File: src/rtl/lgu_pkg.sv
package lgu_pkg;

  typedef enum logic [1:0] {
    TAG_ZERO = 2'b00,
    TAG_NORM = 2'b01,
    TAG_INF  = 2'b10,
    TAG_NAN  = 2'b11
  } lgu_tag_e;

  typedef enum logic [1:0] {
    OP_MUL = 2'b00,
    OP_DIV = 2'b01,
    OP_SQR = 2'b10,
    OP_RSV = 2'b11
  } lgu_op_e;

  typedef struct packed {
    logic is_zero;
    logic is_norm;
    logic is_inf;
    logic is_nan;
  } lgu_cls_t;

  function automatic lgu_cls_t lgu_classify(input logic [1:0] tag);
    lgu_cls_t c;
    c.is_zero = (tag == TAG_ZERO);
    c.is_norm = (tag == TAG_NORM);
    c.is_inf  = (tag == TAG_INF);
    c.is_nan  = (tag == TAG_NAN);
    return c;
  endfunction

endpackage

File: src/rtl/lgu_logcore.sv
module lgu_logcore #(
  parameter int IW = 11,
  parameter int FW = 52
) (
  input  logic [1:0]       op,
  input  logic [IW+FW-1:0] a_log,
  input  logic [IW+FW-1:0] b_log,
  output logic [IW+FW-1:0] res_log,
  output logic             ovf,
  output logic             unf
);
  import lgu_pkg::*;

  localparam int W  = IW + FW;
  localparam int XW = W + 2;
  localparam logic signed [XW-1:0] MAXV = {3'b000, {(W-1){1'b1}}};
  localparam logic signed [XW-1:0] MINV = {3'b111, {(W-1){1'b0}}};

  // Log-domain arithmetic on a widened value so range escapes are visible.
  function automatic logic signed [XW-1:0] log_arith(
    input logic [1:0]   f_op,
    input logic [W-1:0] fa,
    input logic [W-1:0] fb
  );
    logic signed [XW-1:0] xa;
    logic signed [XW-1:0] xb;
    xa = {{2{fa[W-1]}}, fa};
    xb = {{2{fb[W-1]}}, fb};
    case (f_op)
      OP_MUL:  return xa + xb;
      OP_DIV:  return xa - xb;
      OP_SQR:  return xa <<< 1;
      default: return '0;
    endcase
  endfunction

  logic signed [XW-1:0] wide;

  always_comb begin
    wide    = log_arith(op, a_log, b_log);
    ovf     = (wide > MAXV);
    unf     = (wide < MINV);
    res_log = wide[W-1:0];
  end

endmodule

File: src/rtl/lgu_tagcore.sv
module lgu_tagcore (
  input  logic [1:0] op,
  input  logic [1:0] a_tag,
  input  logic [1:0] b_tag,
  input  logic       a_sign,
  input  logic       b_sign,
  input  logic       ovf,
  input  logic       unf,
  output logic [1:0] res_tag,
  output logic       res_sign,
  output logic       norm_path
);
  import lgu_pkg::*;

  logic [1:0] tags [2];
  lgu_cls_t   cls  [2];

  assign tags[0] = a_tag;
  assign tags[1] = b_tag;

  for (genvar i = 0; i < 2; i++) begin : g_cls
    assign cls[i] = lgu_classify(tags[i]);
  end

  function automatic logic [1:0] range_tag(input logic f_ovf, input logic f_unf);
    if (f_ovf)      return TAG_INF;
    else if (f_unf) return TAG_ZERO;
    else            return TAG_NORM;
  endfunction

  always_comb begin
    res_tag   = TAG_NAN;
    norm_path = 1'b0;
    res_sign  = a_sign ^ b_sign;
    case (op)
      OP_MUL: begin
        if (cls[0].is_nan || cls[1].is_nan)                                 res_tag = TAG_NAN;
        else if ((cls[0].is_zero && cls[1].is_inf) ||
                 (cls[0].is_inf && cls[1].is_zero))                         res_tag = TAG_NAN;
        else if (cls[0].is_zero || cls[1].is_zero)                          res_tag = TAG_ZERO;
        else if (cls[0].is_inf || cls[1].is_inf)                            res_tag = TAG_INF;
        else begin
          res_tag   = range_tag(ovf, unf);
          norm_path = 1'b1;
        end
      end
      OP_DIV: begin
        if (cls[0].is_nan || cls[1].is_nan)                                 res_tag = TAG_NAN;
        else if (cls[0].is_zero && cls[1].is_zero)                          res_tag = TAG_NAN;
        else if (cls[0].is_inf && cls[1].is_inf)                            res_tag = TAG_NAN;
        else if (cls[0].is_zero)                                            res_tag = TAG_ZERO;
        else if (cls[0].is_inf)                                             res_tag = TAG_INF;
        else if (cls[1].is_zero)                                            res_tag = TAG_INF;
        else if (cls[1].is_inf)                                             res_tag = TAG_ZERO;
        else begin
          res_tag   = range_tag(ovf, unf);
          norm_path = 1'b1;
        end
      end
      OP_SQR: begin
        res_sign = 1'b0;
        if (cls[0].is_nan)       res_tag = TAG_NAN;
        else if (cls[0].is_zero) res_tag = TAG_ZERO;
        else if (cls[0].is_inf)  res_tag = TAG_INF;
        else begin
          res_tag   = range_tag(ovf, unf);
          norm_path = 1'b1;
        end
      end
      default: begin
        res_sign = 1'b0;
        res_tag  = TAG_NAN;
      end
    endcase
  end

endmodule

File: src/rtl/lgu_stage.sv
module lgu_stage #(
  parameter int W = 63
) (
  input  logic         clk,
  input  logic         rst_n,
  input  logic         d_valid,
  input  logic [1:0]   d_tag,
  input  logic         d_sign,
  input  logic [W-1:0] d_log,
  output logic         q_valid,
  output logic [1:0]   q_tag,
  output logic         q_sign,
  output logic [W-1:0] q_log
);

  always_ff @(posedge clk or negedge rst_n) begin
    if (!rst_n) begin
      q_valid <= 1'b0;
      q_tag   <= '0;
      q_sign  <= 1'b0;
      q_log   <= '0;
    end else begin
      q_valid <= d_valid;
      if (d_valid) begin
        q_tag  <= d_tag;
        q_sign <= d_sign;
        q_log  <= d_log;
      end
    end
  end

endmodule

File: src/rtl/lgu_unit.sv
module lgu_unit #(
  parameter int IW = 11,
  parameter int FW = 52
) (
  input  logic             clk,
  input  logic             rst_n,
  input  logic             in_valid,
  input  logic [1:0]       in_op,
  input  logic [1:0]       a_tag,
  input  logic             a_sign,
  input  logic [IW+FW-1:0] a_log,
  input  logic [1:0]       b_tag,
  input  logic             b_sign,
  input  logic [IW+FW-1:0] b_log,
  output logic             out_valid,
  output logic [1:0]       out_tag,
  output logic             out_sign,
  output logic [IW+FW-1:0] out_log
);
  import lgu_pkg::*;

  localparam int W = IW + FW;

  // Named internal events, visible to the bound checker.
  logic [W-1:0] arith_log;
  logic         ovf_w;
  logic         unf_w;
  logic         norm_path_w;
  logic [1:0]   next_tag;
  logic         next_sign;
  logic [W-1:0] next_log;

  lgu_logcore #(.IW(IW), .FW(FW)) u_logcore (
    .op      (in_op),
    .a_log   (a_log),
    .b_log   (b_log),
    .res_log (arith_log),
    .ovf     (ovf_w),
    .unf     (unf_w)
  );

  lgu_tagcore u_tagcore (
    .op        (in_op),
    .a_tag     (a_tag),
    .b_tag     (b_tag),
    .a_sign    (a_sign),
    .b_sign    (b_sign),
    .ovf       (ovf_w),
    .unf       (unf_w),
    .res_tag   (next_tag),
    .res_sign  (next_sign),
    .norm_path (norm_path_w)
  );

  assign next_log = (next_tag == TAG_NORM) ? arith_log : '0;

  lgu_stage #(.W(W)) u_stage (
    .clk     (clk),
    .rst_n   (rst_n),
    .d_valid (in_valid),
    .d_tag   (next_tag),
    .d_sign  (next_sign),
    .d_log   (next_log),
    .q_valid (out_valid),
    .q_tag   (out_tag),
    .q_sign  (out_sign),
    .q_log   (out_log)
  );

endmodule

File: config.mk
export PLATFORM = sky130hd
export DESIGN_NAME = lgu_unit
export DESIGN_NICKNAME = d
export VERILOG_FILES = /design/src/rtl/lgu_pkg.sv /design/src/rtl/lgu_logcore.sv /design/src/rtl/lgu_tagcore.sv /design/src/rtl/lgu_stage.sv /design/src/rtl/lgu_unit.sv
export SDC_FILE = /design/constraint.sdc
export NUM_CORES = 1
export LEC_CHECK = 0
export BUFFER_PORTS_ARGS = -buffer_cell sky130_fd_sc_hd__buf_2
export CELL_PAD_IN_SITES_DETAIL_PLACEMENT = 1
export CELL_PAD_IN_SITES_GLOBAL_PLACEMENT = 2
export CORE_UTILIZATION = 28
export DETAILED_ROUTE_END_ITERATION = 8
export GPL_TIMING_DRIVEN = 1
export PLACE_DENSITY = 0.8
export SLEW_MARGIN = 10
export SYNTH_ARGS = -nofsm -noshare
export SYNTH_HDL_FRONTEND = slang
export SYNTH_SLANG_ARGS = --single-unit
File: constraint.sdc
create_clock -name clk -period 0.8 [get_ports clk]
set_input_delay 0 -clock clk [delete_from_list [all_inputs] [get_ports clk]]
set_output_delay 0 -clock clk [all_outputs]
set_load 0.01 [all_outputs]
==> results of run 1 <==
flip-flops by register name, summed over array words and instances (netlist names):
signal and cells:
u_stage.q_log 63, u_stage.q_tag 2, u_stage.q_sign 1, u_stage.q_valid 1
through the flow:
stage          TNS, ns  worst slack [ns]  area [um2]  power (uW)
2_1_floorplan  -243.83             -3.77        8530        9380
4_1_cts        -251.69             -3.84       13800       19500
5_1_grt        -273.70             -4.20       14200       21100
3_5_place_dp   -284.43             -4.46       12700       14800
3_3_place_gp   -270.42             -4.27       12700       14600
6_report       -260.95             -4.03       14200       19900
area by class of cell:
type                       instances  area [um2]  area share, %
antenna                            1        2.50         0.0176
clock buffer                      13         270           1.90
clock inverter                     2        10.0         0.0704
inverter                          78         293           2.06
multi-input combinational        910        6650           46.7
sequential                        67        1680           11.8
tap                              384         480           3.38
timing repair buffer             677        4850           34.1
cells by family after synthesis:
| logic type | Yosys count | share of synthesized area (%) |
|---|---|---|
| flip-flops | 67 | 20.2 |
| multiplexers | 3 | 0.391 |
| AO/OA/AOI/OAI | 413 | 32.3 |
| adder cells (fa/ha/maj) | 65 | 9.87 |
| buffers and inverters | 138 | 6.36 |
| AND/OR/NAND/NOR | 309 | 18.2 |
| XOR/XNOR | 120 | 12.6 |
routing by layer:
metal  routed length (um)  GRT usage (%)
met1                17900           31.8
met2                20100           45.6
met3                 1390           2.91
met4                  996           7.86
met5                    0              0
tightest hold or removal path, cell delays in order:
cell	delay, ns
buf_2	0.10
a22oi_1	0.09
o22ai_1	0.12
path summary, 6_finish.rpt:
path                                    from           endpoint  slack (ns)  cells past startpoint
max                                b_log[16]  u_stage.q_log[61]       -4.03                     24
min                                a_log[24]  u_stage.q_log[25]       0.008                      3
max reg2reg                 u_stage.q_tag[0]   u_stage.q_tag[0]       -0.10                      2
min reg2reg                u_stage.q_log[37]  u_stage.q_log[37]        0.52                      1
max in group asynchronous              rst_n  u_stage.q_log[47]        0.28                      3
min in group asynchronous              rst_n  u_stage.q_log[14]        0.20                      3
synthesized netlist by cell type (6+ instances only):
master and number:
a21oi_1 116, nor2_1 87, nand2_1 81, inv_1 77
xnor2_1 69, dfrtp_1 67, ha_1 64, o21ai_0 61
a22oi_1 54, xor2_1 51, clkbuf_1 50, o22ai_1 47
nor3_1 25, a21o_1 20, nand3_1 20, a31oi_1 19
nand2b_1 18, nand4_1 16, o2bb2ai_1 15, buf_2 9
o31ai_1 9, and3_1 8, nor2b_1 8, nor4_1 8
o21bai_1 8, o41ai_1 8, o21a_1 7, and4_1 6
or4_1 6
power breakdown:
group          switching (uW)  internal, uW
clock network            1740          2330
logic                    6060          5960
registers                 139          3630
total                    7940         11900
what timing repair did:
| action | 4_1_cts | 5_1_grt |
|---|---|---|
| endpoints found under the hold margin | 93 | 0 |
| cloned | 1 | 2 |
| resized for setup | 51 | 38 |
| buffers inserted | 36 | 26 |
| endpoints found under the setup margin | 132 | 132 |
| hold buffers | 27 | 0 |
| pin swaps | 13 | 8 |
==> flow_metrics.env, run 1 <==
export IMPL_status="complete, but fails checks"
export IMPL_violations="setup timing"
export IMPL_synth_edf_count=0
export IMPL_cp_slowest_cell="or4_4"
export IMPL_finalHoldViolCount=0
export IMPL_utilization_pct=49.2
export IMPL_cp_required_ns=1.06
export IMPL_fin_skew_ns=0
export IMPL_fmax_mhz=207
export IMPL_clockRootBuffer="clkbuf_16"
export IMPL_path_cells="buf_6 -> or4_4 -> nor4_4 -> nor3b_4 -> and3_4 -> nand2b_4 -> buf_12 -> nor2_4 -> buf_6 -> a21oi_2 -> xnor2_1 -> ha_1 -> nand2_1 -> nor3_2 -> inv_1 -> or4_4 -> a211oi_4 -> nor2_2 -> and4_1 -> or3_4 -> o211ai_4 -> nand2_4 -> buf_12 -> o41ai_4"
export IMPL_synth_seq_area_share_pct=20.2
export IMPL_p_per_area_nw_per_um2=1400
export IMPL_dp_cells=2026
export IMPL_ir_drop_v=0.000801
export IMPL_worst_setup_path_end_kind="flop"
export IMPL_clk_pin_slew_worst_paths_ns=0.06
export IMPL_drv_slew=0
export IMPL_syn_to_final_growth_pct=71.0
export IMPL_path_class="input port to flop"
export IMPL_drive_gt1_share_pct=43.3
export IMPL_hpwl_um=30600
export IMPL_synth_fp_nets=1317
export IMPL_syn_area_um2=8320
export IMPL_synthArstFlopShare_pct=100
export IMPL_dr_pass1_iters=5
export IMPL_die_area_um2=30400
export IMPL_synth_largest_area_cell="dfrtp_1"
export IMPL_cts_path_max_buffers=2
export IMPL_drtIter0Drc=446
export IMPL_clk_latency_ns=0.35
export IMPL_synth_seq_cells=67
export IMPL_cp_max_fo=8
export IMPL_yosys_area_top_type_share_pct=20.2
export IMPL_ant_nets=0
export IMPL_cts_tree="built"
export IMPL_antenna_found_initial=0
export IMPL_hp_class="input port to flop"
export IMPL_layout_common_cells="buf_4 (436), buf_2 (191), a21oi_1 (113)"
export IMPL_final_common_cell="buf_4"
export IMPL_path_buf_inv=5
export IMPL_synthFlopType="dfrtp_1"
export IMPL_postSynthAreaPerCell_um2=7.46
export IMPL_power_leakage_uw=0.00696
export IMPL_worstPathArrival_ns=5.08
export IMPL_syn_inst=1115
export IMPL_cts_buffers=9
export IMPL_fill_cells=3592
export IMPL_finalCritPeriodShare_pct=604
export IMPL_top_level_ports=204
export IMPL_vias=11000
export IMPL_hold_slack_ns=0.00754
export IMPL_max_cap_viol_count=0
export IMPL_grt_pass1_vias=11700
export IMPL_core_area_um2=28900
export IMPL_critPathMaxStageDelay_ns=0.57
export IMPL_die_h_um=174
export IMPL_cp_top_family="simple AND/OR/NAND/NOR gates"
export IMPL_port_buffer_count=203
export IMPL_maxSlewHeadroom_pct=46.2
export IMPL_grt_start_max_net_pins=68
export IMPL_globalRouteTotalUtil_pct=25.5
export IMPL_drc_errors=0
export IMPL_yosys_cell_types_count=69
export IMPL_setup_viol=132
export IMPL_grt_ovfl_total=0
export IMPL_grt_pass1_wl_um=61400
export IMPL_nNetsFinal=1945
export IMPL_rsz0062_at_grt="true"
export IMPL_post_drt_wl_per_cell_um=19.0
export IMPL_instances_no_fill=2132
export IMPL_start_util_pct=28.7
export IMPL_die_w_um=174
export IMPL_vias_per_cell=5.16
export IMPL_routed_wl_um=40400
export IMPL_num_rows=62
export IMPL_gp_congestion=0.905
export IMPL_fin_ws_ns=-4.03
export IMPL_worst_pin_slew_ns=0.808
export IMPL_htree_levels=3
export IMPL_synth_warnings=0
export IMPL_clkSinkCount=67
export IMPL_synth_area_leaders="dfrtp_1 (20%), ha_1 (9.6%), xnor2_1 (7.3%)"
export IMPL_final_min_clock_period_ns=4.83
export IMPL_start_kind="input port"
Power figures use the tool's default switching activity.
==> run 2: changes to the inputs <==
BUFFER_PORTS_ARGS = not set   (was -buffer_cell sky130_fd_sc_hd__buf_2)
CORE_UTILIZATION = 33   (was 28)
DONT_BUFFER_PORTS = 1   (was not set)
PLACE_DENSITY = 0.79   (was 0.8)
==> flow_metrics.env, run 2 (synthesis results as in run 1) <==
export IMPL_cp_max_fo=13
export IMPL_vias=10300
export IMPL_rsz0062_at_grt="true"
export IMPL_vias_per_cell=5.61
export IMPL_antenna_found_initial=0
export IMPL_finalPower_uw=19200
export IMPL_start_util_pct=33.9
export IMPL_ff2ff_path_depth=3
export IMPL_critPathMaxStageDelay_ns=0.54
export IMPL_status="complete, but fails checks"
export IMPL_grt_start_max_net_pins=68
export IMPL_reg2reg_setup_slack_ns=-0.01
export IMPL_layout_common_cells="buf_4 (350), a21oi_1 (113), nand2_1 (79), nor2_1 (79), inv_1 (77)"
export IMPL_drc_errors=0
export IMPL_fin_skew_ns=0
export IMPL_top_level_ports=204
export IMPL_cp_slowest_cell="or4_4"
export IMPL_clk_latency_ns=0.34
export IMPL_drtIter0Drc=557
export IMPL_rr_startpoint="u_stage.q_log[62]"
export IMPL_port_buffer_count=0
export IMPL_clk_pin_slew_worst_paths_ns=0.07
export IMPL_grt_ovfl_total=0
export IMPL_die_w_um=161
export IMPL_fin_ws_ns=-3.71
export IMPL_die_area_um2=25800
export IMPL_postCtsHoldBufs=18
export IMPL_finalHoldViolCount=118
export IMPL_finalCritPeriodShare_pct=564
export IMPL_maxSlewHeadroom_pct=48.4
export IMPL_place_ws_ns=-4.36
export IMPL_p_per_area_nw_per_um2=1470
export IMPL_dr_pass1_iters=5
export IMPL_max_cap_viol_count=0
export IMPL_hp_class="input port to asynchronous set/reset pin"
export IMPL_fill_cells=2966
export IMPL_cp_top_family="simple AND/OR/NAND/NOR gates"
export IMPL_num_rows=57
export IMPL_path_buf_inv=3
export IMPL_antennaDiodeCount=0
export IMPL_nNetsFinal=1713
export IMPL_cp_required_ns=1.05
export IMPL_core_area_um2=24500
export IMPL_r2r_end="u_stage.q_log[62]"
export IMPL_hold_slack_ns=-0.667
export IMPL_dp_cells=1756
export IMPL_drive_gt1_share_pct=36.0
export IMPL_gp_congestion=0.909
export IMPL_cts_buffers=9
export IMPL_place_area_um2=11500
export IMPL_setup_viol=131
export IMPL_cts_tree="built"
export IMPL_worst_setup_path_end_kind="flop"
export IMPL_worstPathArrival_ns=4.76
export IMPL_worst_pin_slew_ns=0.774
export IMPL_ant_nets=0
export IMPL_htree_levels=3
export IMPL_fmax_mhz=222
export IMPL_path_class="input port to flop"
export IMPL_syn_to_final_growth_pct=56.8
export IMPL_largest_reg_flops=63
export IMPL_clockRootBuffer="clkbuf_16"
export IMPL_top_regs="u_stage.q_log (63), u_stage.q_tag (2)"
export IMPL_hpwl_um=28600
export IMPL_final_common_cell="buf_4"
export IMPL_globalRouteTotalUtil_pct=28.6
export IMPL_drv_slew=0
export IMPL_final_area_um2=13000
export IMPL_violations="hold timing, setup timing"
export IMPL_ir_drop_v=0.00104
export IMPL_clkSinkCount=67
export IMPL_largest_register="u_stage.q_log"
export IMPL_post_drt_wl_per_cell_um=20.6
export IMPL_power_leakage_uw=0.00597
export IMPL_path_cells="or4_4 -> nor4_4 -> nor3b_4 -> and3_4 -> nand2b_4 -> buf_6 -> nor4_4 -> nor2_1 -> xnor2_1 -> ha_1 -> nand4_1 -> nor3_2 -> inv_1 -> or4_4 -> a211oi_4 -> nor2_2 -> and4_4 -> or3_4 -> o211ai_4 -> nand2_4 -> buf_12 -> o41ai_2"
export IMPL_cts_path_max_buffers=2
export IMPL_instances_no_fill=1840
export IMPL_grt_pass1_vias=11100
export IMPL_die_h_um=161
export IMPL_final_min_clock_period_ns=4.51
export IMPL_grt_pass1_wl_um=58600
export IMPL_routed_wl_um=37900
export IMPL_start_kind="input port"
-- run 2: cell types whose count changed in the layout (fill, tap and decap cells not counted), moves of 8 or more --
cell / before / now
dlygate4sd3_1: 27 / 17
o22ai_2: 21 / 30
buf_6: 14 / 73
buf_2: 191 / 0
buf_4: 436 / 350
o22ai_1: 25 / 17
-- run 2: timing repair --
item,4_1_cts,5_1_grt
cloned,0,0
hold endpoints to repair,134,118
buffers inserted,25,25
gates resized for setup,98,55
pin swaps,3,14
endpoints found under the setup margin,131,132
-- run 2: final cells by class --
cell class / count / area [um2] / area share (%)
well taps: 324 / 405 / 3.11
multi-input cells: 910 / 6650 / 51.0
inverters: 78 / 293 / 2.25
clock inverters: 7 / 77.6 / 0.595
flip-flops and latches: 67 / 1680 / 12.9
repair buffers: 445 / 3710 / 28.5
clock buffers: 9 / 225 / 1.73
-- run 2: power by group --
part | switching, uW | internal (uW) | leakage, uW
Combinational | 5390 | 5620 | 0.00492
Sequential | 194 | 3630 | 0.000912
Clock | 1890 | 2440 | 0.000146
Total | 7480 | 11700 | 0.00597
-- run 2: worst reg2reg max path, cell delays in order, from the launching register on --
cell and delay (ns):
dfrtp_1 0.42, buf_4 0.15, inv_1 0.06, o22ai_2 0.07
-- run 2: worst max path at each step --
| stage | start | endpoint | slack [ns] | cells after the start |
|---|---|---|---|---|
| after global placement | b_log[16] | u_stage.q_log[0] | -4.21 | 22 |
| after floorplan | b_log[16] | u_stage.q_log[38] | -3.77 | 21 |
| after CTS | b_log[16] | u_stage.q_log[61] | -3.73 | 22 |
| after detailed placement | b_log[16] | u_stage.q_log[0] | -4.36 | 21 |
| after global routing | b_log[16] | u_stage.q_log[0] | -3.95 | 24 |
| final | b_log[16] | u_stage.q_log[61] | -3.71 | 22 |
-- run 2: metrics by stage --
stage | utilization [%] | hold slack, ns | TNS (ns)
final | 53.1 | -0.667 | -240.62
after global routing | 53.1 | -0.681 | -257.60
after CTS | 51.3 | -0.675 | -242.84
after detailed placement | 47.0 | -0.292 | -278.70
after global placement | 47.0 | -0.292 | -267.47
after floorplan | - | -0.296 | -243.83
-- run 2: per-layer routing --
| metal | vias up | GRT usage [%] | wire length, um |
|---|---|---|---|
| li1 | 4900 | - | - |
| met1 | 5081 | 34.5 | 15900 |
| met2 | 287 | 51.2 | 19000 |
| met5 | - | 0 | 0 |
| met4 | 0 | 8.66 | 912 |
| met3 | 62 | 5.35 | 2080 |
